**src/rtl/cont_expander_pkg.sv**
```systemverilog
package cont_expander_pkg;
  localparam int unsigned DW = 32;
  localparam logic [DW-1:0] PRIM_SYNC = 32'hB5B5_957C;
  localparam logic [DW-1:0] PRIM_CONT = 32'h9999_AA7C;
  localparam logic [DW-1:0] PRIM_HOLD = 32'hD5D5_AA7C;

  typedef struct packed {
    logic enterRep;
    logic loadPrim;
    logic substitute;
    logic histClr;
  } ctrlStrb_t;
endpackage

```
**src/rtl/cont_expander_ctrl.sv**
```systemverilog
module cont_expander_ctrl
  import cont_expander_pkg::*;
#(
  parameter int unsigned DATA_W = DW,
  parameter logic [DATA_W-1:0] CONT_CODE = PRIM_CONT,
  parameter logic [DATA_W-1:0] HOLD_CODE = PRIM_HOLD
) (
  input  logic              clk,
  input  logic              rstN,
  input  logic              inValid,
  input  logic [DATA_W-1:0] inData,
  input  logic              inIsPrim,
  input  logic              repMode,
  output ctrlStrb_t         strb
);
  logic primValid;
  logic isCont;
  logic isHold;

  always_comb begin
    primValid = inValid && inIsPrim;
    isCont    = primValid && (inData == CONT_CODE);
    isHold    = primValid && (inData == HOLD_CODE);
    strb.enterRep   = isCont;
    strb.loadPrim   = primValid && !isCont;
    strb.substitute = isCont || (inValid && !inIsPrim && repMode);
    strb.histClr    = isHold && repMode;
  end

  // a primitive either enters repeat or loads, never both
  p_strobe_excl_r3: assert property (@(posedge clk) disable iff (!rstN)
    $onehot0({strb.enterRep, strb.loadPrim}));

  // no strobe fires on an idle cycle
  p_idle_quiet_r8: assert property (@(posedge clk) disable iff (!rstN)
    !inValid |-> (strb == '0));
endmodule

```
**src/rtl/cont_expander_dp.sv**
```systemverilog
module cont_expander_dp
  import cont_expander_pkg::*;
#(
  parameter int unsigned DATA_W = DW,
  parameter logic [DATA_W-1:0] SYNC_CODE = PRIM_SYNC,
  parameter logic [DATA_W-1:0] HOLD_CODE = PRIM_HOLD
) (
  input  logic              clk,
  input  logic              rstN,
  input  logic              inValid,
  input  logic [DATA_W-1:0] inData,
  input  logic              inIsPrim,
  input  ctrlStrb_t         strb,
  output logic              repMode,
  output logic              outValid,
  output logic [DATA_W-1:0] outData,
  output logic              outIsPrim,
  output logic              histClear
);
  logic [DATA_W-1:0] lastPrim;

  always_ff @(posedge clk) begin
    if (!rstN) begin
      repMode  <= 1'b0;
      lastPrim <= SYNC_CODE;
    end else if (strb.enterRep) begin
      repMode  <= 1'b1;
    end else if (strb.loadPrim) begin
      repMode  <= 1'b0;
      lastPrim <= inData;
    end
  end

  always_ff @(posedge clk) begin
    if (!rstN) begin
      outValid  <= 1'b0;
      outData   <= '0;
      outIsPrim <= 1'b0;
      histClear <= 1'b0;
    end else begin
      outValid  <= inValid;
      histClear <= strb.histClr;
      if (inValid) begin
        outData   <= strb.substitute ? lastPrim : inData;
        outIsPrim <= strb.substitute || inIsPrim;
      end
    end
  end

  p_valid_lag_r2: assert property (@(posedge clk) disable iff (!rstN)
    inValid |=> outValid);
  p_invalid_lag_r2: assert property (@(posedge clk) disable iff (!rstN)
    !inValid |=> !outValid);
  p_cont_keeps_last_r4: assert property (@(posedge clk) disable iff (!rstN)
    strb.enterRep |=> (repMode && $stable(lastPrim)));
  p_subst_r5: assert property (@(posedge clk) disable iff (!rstN)
    (inValid && !inIsPrim && repMode) |=> (outData == $past(lastPrim) && outIsPrim));
  p_pass_r6: assert property (@(posedge clk) disable iff (!rstN)
    (inValid && !inIsPrim && !repMode) |=> (outData == $past(inData) && !outIsPrim));
  p_hist_with_hold_r7: assert property (@(posedge clk) disable iff (!rstN)
    histClear |-> (outValid && outIsPrim && outData == HOLD_CODE));
  p_idle_state_r8: assert property (@(posedge clk) disable iff (!rstN)
    !inValid |=> ($stable(lastPrim) && $stable(repMode) && $stable(outData) && !histClear));
endmodule

```
**src/rtl/cont_expander.sv**
```systemverilog
module cont_expander
  import cont_expander_pkg::*;
#(
  parameter int unsigned DATA_W = DW,
  parameter logic [DATA_W-1:0] SYNC_CODE = PRIM_SYNC,
  parameter logic [DATA_W-1:0] CONT_CODE = PRIM_CONT,
  parameter logic [DATA_W-1:0] HOLD_CODE = PRIM_HOLD
) (
  input  logic              clk,
  input  logic              rstN,
  input  logic              inValid,
  input  logic [DATA_W-1:0] inData,
  input  logic              inIsPrim,
  output logic              outValid,
  output logic [DATA_W-1:0] outData,
  output logic              outIsPrim,
  output logic              histClear
);
  ctrlStrb_t strb;
  logic      repMode;

  cont_expander_ctrl #(
    .DATA_W(DATA_W), .CONT_CODE(CONT_CODE), .HOLD_CODE(HOLD_CODE)
  ) u_ctrl (
    .clk(clk), .rstN(rstN), .inValid(inValid), .inData(inData),
    .inIsPrim(inIsPrim), .repMode(repMode), .strb(strb)
  );

  cont_expander_dp #(
    .DATA_W(DATA_W), .SYNC_CODE(SYNC_CODE), .HOLD_CODE(HOLD_CODE)
  ) u_dp (
    .clk(clk), .rstN(rstN), .inValid(inValid), .inData(inData),
    .inIsPrim(inIsPrim), .strb(strb), .repMode(repMode),
    .outValid(outValid), .outData(outData), .outIsPrim(outIsPrim),
    .histClear(histClear)
  );
endmodule

```
**config.mk**
```make
export PLATFORM = sky130hd
export DESIGN_NAME = cont_expander
export DESIGN_NICKNAME = d
export VERILOG_FILES = /design/src/rtl/cont_expander_pkg.sv /design/src/rtl/cont_expander_ctrl.sv /design/src/rtl/cont_expander_dp.sv /design/src/rtl/cont_expander.sv
export SDC_FILE = /design/constraint.sdc
export NUM_CORES = 1
export LEC_CHECK = 0
export BUFFER_PORTS_ARGS = -buffer_cell sky130_fd_sc_hd__buf_2
export CAP_MARGIN = 20
export CORE_AREA = 8 8 112 114
export CTS_BUF_LIST = sky130_fd_sc_hd__clkbuf_2
export DETAILED_ROUTE_END_ITERATION = 16
export DIE_AREA = 0 0 120 122
export HOLD_SLACK_MARGIN = 0.06
export MAX_ROUTING_LAYER = met4
export PLACE_DENSITY = 0.57
export SLEW_MARGIN = 0
export SYNTH_ARGS = -nofsm -noshare
export SYNTH_HDL_FRONTEND = slang
export SYNTH_SLANG_ARGS = --single-unit
export TNS_END_PERCENT = 5
```
**constraint.sdc**
```tcl
create_clock -name clk -period 2.6 [get_ports clk]
set_input_delay 0.26 -clock clk [delete_from_list [all_inputs] [get_ports clk]]
set_output_delay 0.26 -clock clk [all_outputs]
set_load 0.05 [all_outputs]
```
-- Word-level counts from Yosys, hierarchy flattened
Index checks and enable logic that the tools add are counted.
- logic and storage cells: 25
- flip-flop bits (word level): 68
- output and inout bits: 35
- bits of input ports: 36
- equal/unequal tests: 2
- muxes and demuxes: 3
- bitwise logic cells: 1
- reduce and logical (&&, ||, !) cells: 13
- operators with widths (kind ; count):
    32-bit == test, second input constant ; 2
    32-bit 2-to-1 mux ; 1
    1-bit logical AND ; 7
    1-bit zero test ; 2
    1-bit logical OR ; 2
    1-bit 2-to-1 mux ; 2
    2-bit AND reduction ; 1
    2-bit nonzero test ; 1
    1-bit NOT ; 1

-- Logic depth before layout (Yosys ltp)
- depth after elaboration: 6
- mapped depth: 7
- mapped depth without buffers: 4

-- Modules after synthesis
Synthesis repeated with hierarchy kept, for this count alone.
- cell total of the unflattened synthesis: 315
- area, all modules: 2875.3 um^2
- modules (own cells, without submodules) (module ; seq. area each (um^2) ; times used ; cells each ; area an instance (um^2)):
    cont_expander_dp ; 1361.3 ; 1 ; 294 ; 2683.8
    cont_expander_ctrl ; 0.0 ; 1 ; 21 ; 191.4

-- Worst setup path after synthesis
OpenSTA, ideal clock, no wires.
- path type: input to register
- from: input port inData[18]
- to: register u_dp.lastPrim[12]
- arrival time: 1.799 ns
- library setup time: 0.141 ns
- stages: 5
- path buffers: 1
- setup slack: 0.660 ns
- cells stage by stage: or4b_1 or4_1 buf_2 o211ai_1 o211ai_1
- cells in the longest elaborated chain, start to end: 5
- elaborated cells between the ends (all ways): 6
- RTL lines (what ; line ; text):
    from (decl) ; cont_expander.sv:12 ; input logic [DATA_W-1:0] inData,
    32-bit == test (*) ; cont_expander_ctrl.sv:22 ; isCont = primValid && (inData == CONT_CODE);
    1-bit logical AND (*) ; cont_expander_ctrl.sv:22 ;
    1-bit zero test ; cont_expander_ctrl.sv:25 ; strb.loadPrim = primValid && !isCont;
    1-bit logical AND ; cont_expander_ctrl.sv:25 ;
    2-bit AND reduction (no source line) (*) ; - ;
    to (signal assigned) ; cont_expander_dp.sv:30 ; lastPrim <= inData;
    to (decl) ; cont_expander_dp.sv:20 ; logic [DATA_W-1:0] lastPrim;
Every way passes the cells marked *; elsewhere a longest branch is shown, timed or not.
A chain may end at the register's enable or synchronous reset.

-- Worst setup path after layout
- from: input port inData[7]
- to: register u_dp.lastPrim[12]
Same word-level chain as after synthesis.

==> impl_metrics.json <==
{
  "coreArea_um2": 10700,
  "drt-total-wl_mm": 9.607,
  "design_area_um2": 3918,
  "synth_cell_type_count": 34,
  "cap_viol_max_count": 0,
  "dp_slack_ns": 0.3534,
  "cts-resized-gates": 0,
  "rows": 38,
  "grtUsageTotal": 0.1373,
  "portBuffers": 70,
  "ir_drop_mv": 0.2099,
  "vias_per_cell": 5.135,
  "avgRoutedWirePerCell_um": 16.62,
  "synthXorXnorAreaFrac": 0,
  "cts.htree.levels": 3,
  "vias": 2968,
  "holdPathEnd": "u_dp.lastPrim[5]",
  "setup_ws_ns": 0.3037,
  "worstMarginPinSlew_ns": 0.6019,
  "syn_avg_cell_area_um2": 8.886,
  "yosysTopAreaCell": "dfxtp_1",
  "max_freq_mhz": 435.5,
  "r2r-end": "u_dp.outData[4]",
  "endpoint_kind": "flop",
  "relSlewSlack": 0.5988,
  "final_core_util": 0.3662,
  "synthArstFlopShare": 0,
  "path_common_cell": "o211ai_1",
  "synth_commonest_cells": "68 x dfxtp_1, 38 x mux2i_1, 36 x o21ai_0",
  "slew_viol_final": 0,
  "grt_pass1_wl_mm": 15.57,
  "swShare": 0.3372,
  "synth-simple-area-share": 0.1424,
  "cts_tree": "yes",
  "leakagePower_nw": 1.796,
  "skew_ns": 0.01345,
  "clkPwrFrac": 0.233,
  "netlist.area_leader.share": 0.4328,
  "synthCells": 354,
  "power_mw": 2.084,
  "syn_to_final_growth_pct": 24.54,
  "synth_most_common_cell": "dfxtp_1",
  "cts_sinks": 68,
  "drc": 0,
  "cpPeakStageDelay_ns": 0.76,
  "fillCellCount": 1110,
  "finalCriticalPeriod_ns": 2.296,
  "synth-edff-count": 0,
  "regToRegSetupSlack_ns": 1.00,
  "powerDensity_nw_per_um2": 532.1,
  "setup_tns_ns": 0,
  "period_share": 0.8832,
  "critPathSlowestCell": "or4_1",
  "gr-total-overflow": 0,
  "holdBufCountCts": 20,
  "synth_area_um2": 3146,
  "drive_above_1_share": 0.2283,
  "path_max_fanout": 13,
  "p_int_mw": 1.381,
  "die_x_um": 120,
  "grt_max_degree": 68,
  "ant_nets": 0,
  "synth_seq_cells": 68,
  "cts.path.max_buffers": 2,
  "die_area_um2": 14640,
  "synthAdderAreaFrac": 0,
  "yosys_warnings": 0,
  "dpl-instance-area_um2": 3645,
  "switching_power_mw": 0.7029,
  "clk_transition_reported_paths_ns": 0.18,
  "post_cts_buffers": 0,
  "min_path_type": "input port to flop",
  "antenna_found_initial": 0,
  "dp_cells": 543,
  "worst-setup-path-type": "input port to flop",
  "place_congestion": 0.8297,
  "initial_core_util": 0.2940,
  "clock_latency_ns": 0.50,
  "die_h_um": 122,
  "ys_seq_area_frac": 0.4328,
  "min-delay-start": "inData[5]",
  "root_buffer": "clkbuf_2",
  "r2r_cells": 5,
  "finalSetupViolCount": 0,
  "synthTopCellsByArea": "dfxtp_1 43%, mux2i_1 12%, o211ai_1 6.0%",
  "grt_setup_unrepaired": "false",
  "synth_compound_area_frac": 0.2454,
  "dpl.hpwl_mm": 6.639,
  "crit_path_start_kind": "input port",
  "hold_viol_final": 0,
  "diodes": 0,
  "synthesis.nets": 390,
  "pwr-share-comb": 0.215,
  "fin_cells": 578,
  "crit_chain": "dlygate4sd3_1, buf_2, or4b_4, or4_1, o211ai_1, o211ai_1",
  "synthFlopType": "dfxtp_1",
  "fin_nets": 470,
  "arrival_ns": 2.67,
  "drtIter0Drc": 131,
  "synth_top_family_by_area": "compound AO/OA/AOI/OAI gates",
  "numCtsBuffers": 9,
  "grt_pass1_vias": 2956,
  "power_frac_seq": 0.551,
  "cp.required_ns": 2.98,
  "r2r_start": "u_dp.repMode",
  "whs_ns": 0.09701,
  "drt_pass1_iterations": 4,
  "status": "finished clean",
  "synthMuxAreaShare": 0.1209,
  "io_pins": 71,
  "holdPathStages": 3
}
==> state kept, by name (all words and copies together), names as in the netlist <==
name / count
u_dp.histClear: 1
u_dp.outData: 32
u_dp.lastPrim: 32
u_dp.outIsPrim: 1
u_dp.repMode: 1
u_dp.outValid: 1
==> worst max-delay path: cells and delay by family <==
| kind | cells | cell delay [ns] |
|---|---|---|
| compound gates | 2 | 0.40 |
| buf+inv | 2 | 0.68 |
| simple gates | 2 | 1.33 |
==> metal layers <==
layer / GRT usage / routed length (um) / up-vias
met5: - / 0 / -
met4: 0.03435 / 93 / 0
met3: 0.04350 / 501 / 7
met2: 0.2166 / 4434 / 71
met1: 0.1669 / 4578 / 1421
li1: - / - / 1469
==> cell type report <==
cell class,instances,area [um2],area share
multi-input combinational,239,1603,0.4091
sequential,68,1361,0.3475
timing repair buffer,102,653.1,0.1667
tap,140,175.2,0.04471
clock buffer,11,55.05,0.01405
inverter,14,52.55,0.01341
clock inverter,4,17.52,0.004471
==> worst max-delay path by stage <==
stage / startpoint / end / slack, ns / cells after the start
floorplan: inData[18] / u_dp.lastPrim[12] / 0.66 / 5
global placement: inData[7] / u_dp.lastPrim[23] / 0.36 / 5
detailed placement: inData[7] / u_dp.lastPrim[10] / 0.35 / 5
CTS: inData[7] / u_dp.lastPrim[10] / 0.35 / 6
global route: inData[7] / u_dp.lastPrim[21] / 0.25 / 6
finish: inData[7] / u_dp.lastPrim[12] / 0.30 / 6
==> layout by cell type (no fill, tap or decap), types with 5 or more instances in the layout <==
| cell | count |
|---|---|
| o31a_1 | 5 |
| clkbuf_2 | 11 |
| a21oi_1 | 24 |
| o21a_1 | 17 |
| nand4_1 | 17 |
| or3_1 | 5 |
| inv_1 | 14 |
| a31oi_1 | 15 |
| mux2i_1 | 38 |
| dfxtp_1 | 68 |
| nor2_1 | 8 |
| o211ai_1 | 25 |
| o21ai_0 | 36 |
| buf_4 | 11 |
| nand2_1 | 28 |
| buf_2 | 70 |
| dlygate4sd3_1 | 20 |
==> power by group through the flow <==
stage,registers [mW],logic [mW],clock network (mW)
floorplan,1.30,0.166,0
global placement,1.17,0.421,0
detailed placement,1.17,0.428,0
CTS,1.15,0.454,0.507
global route,1.16,0.487,0.549
finish,1.15,0.449,0.486
==> kinds of logic after synthesis <==
| logic type | Yosys count |
|---|---|
| AO/OA/AOI/OAI | 124 |
| buffers and inverters | 47 |
| flip-flops | 68 |
| multiplexers | 38 |
| AND/OR/NAND/NOR | 77 |
Note: power is estimated with default switching activity, not from simulation.
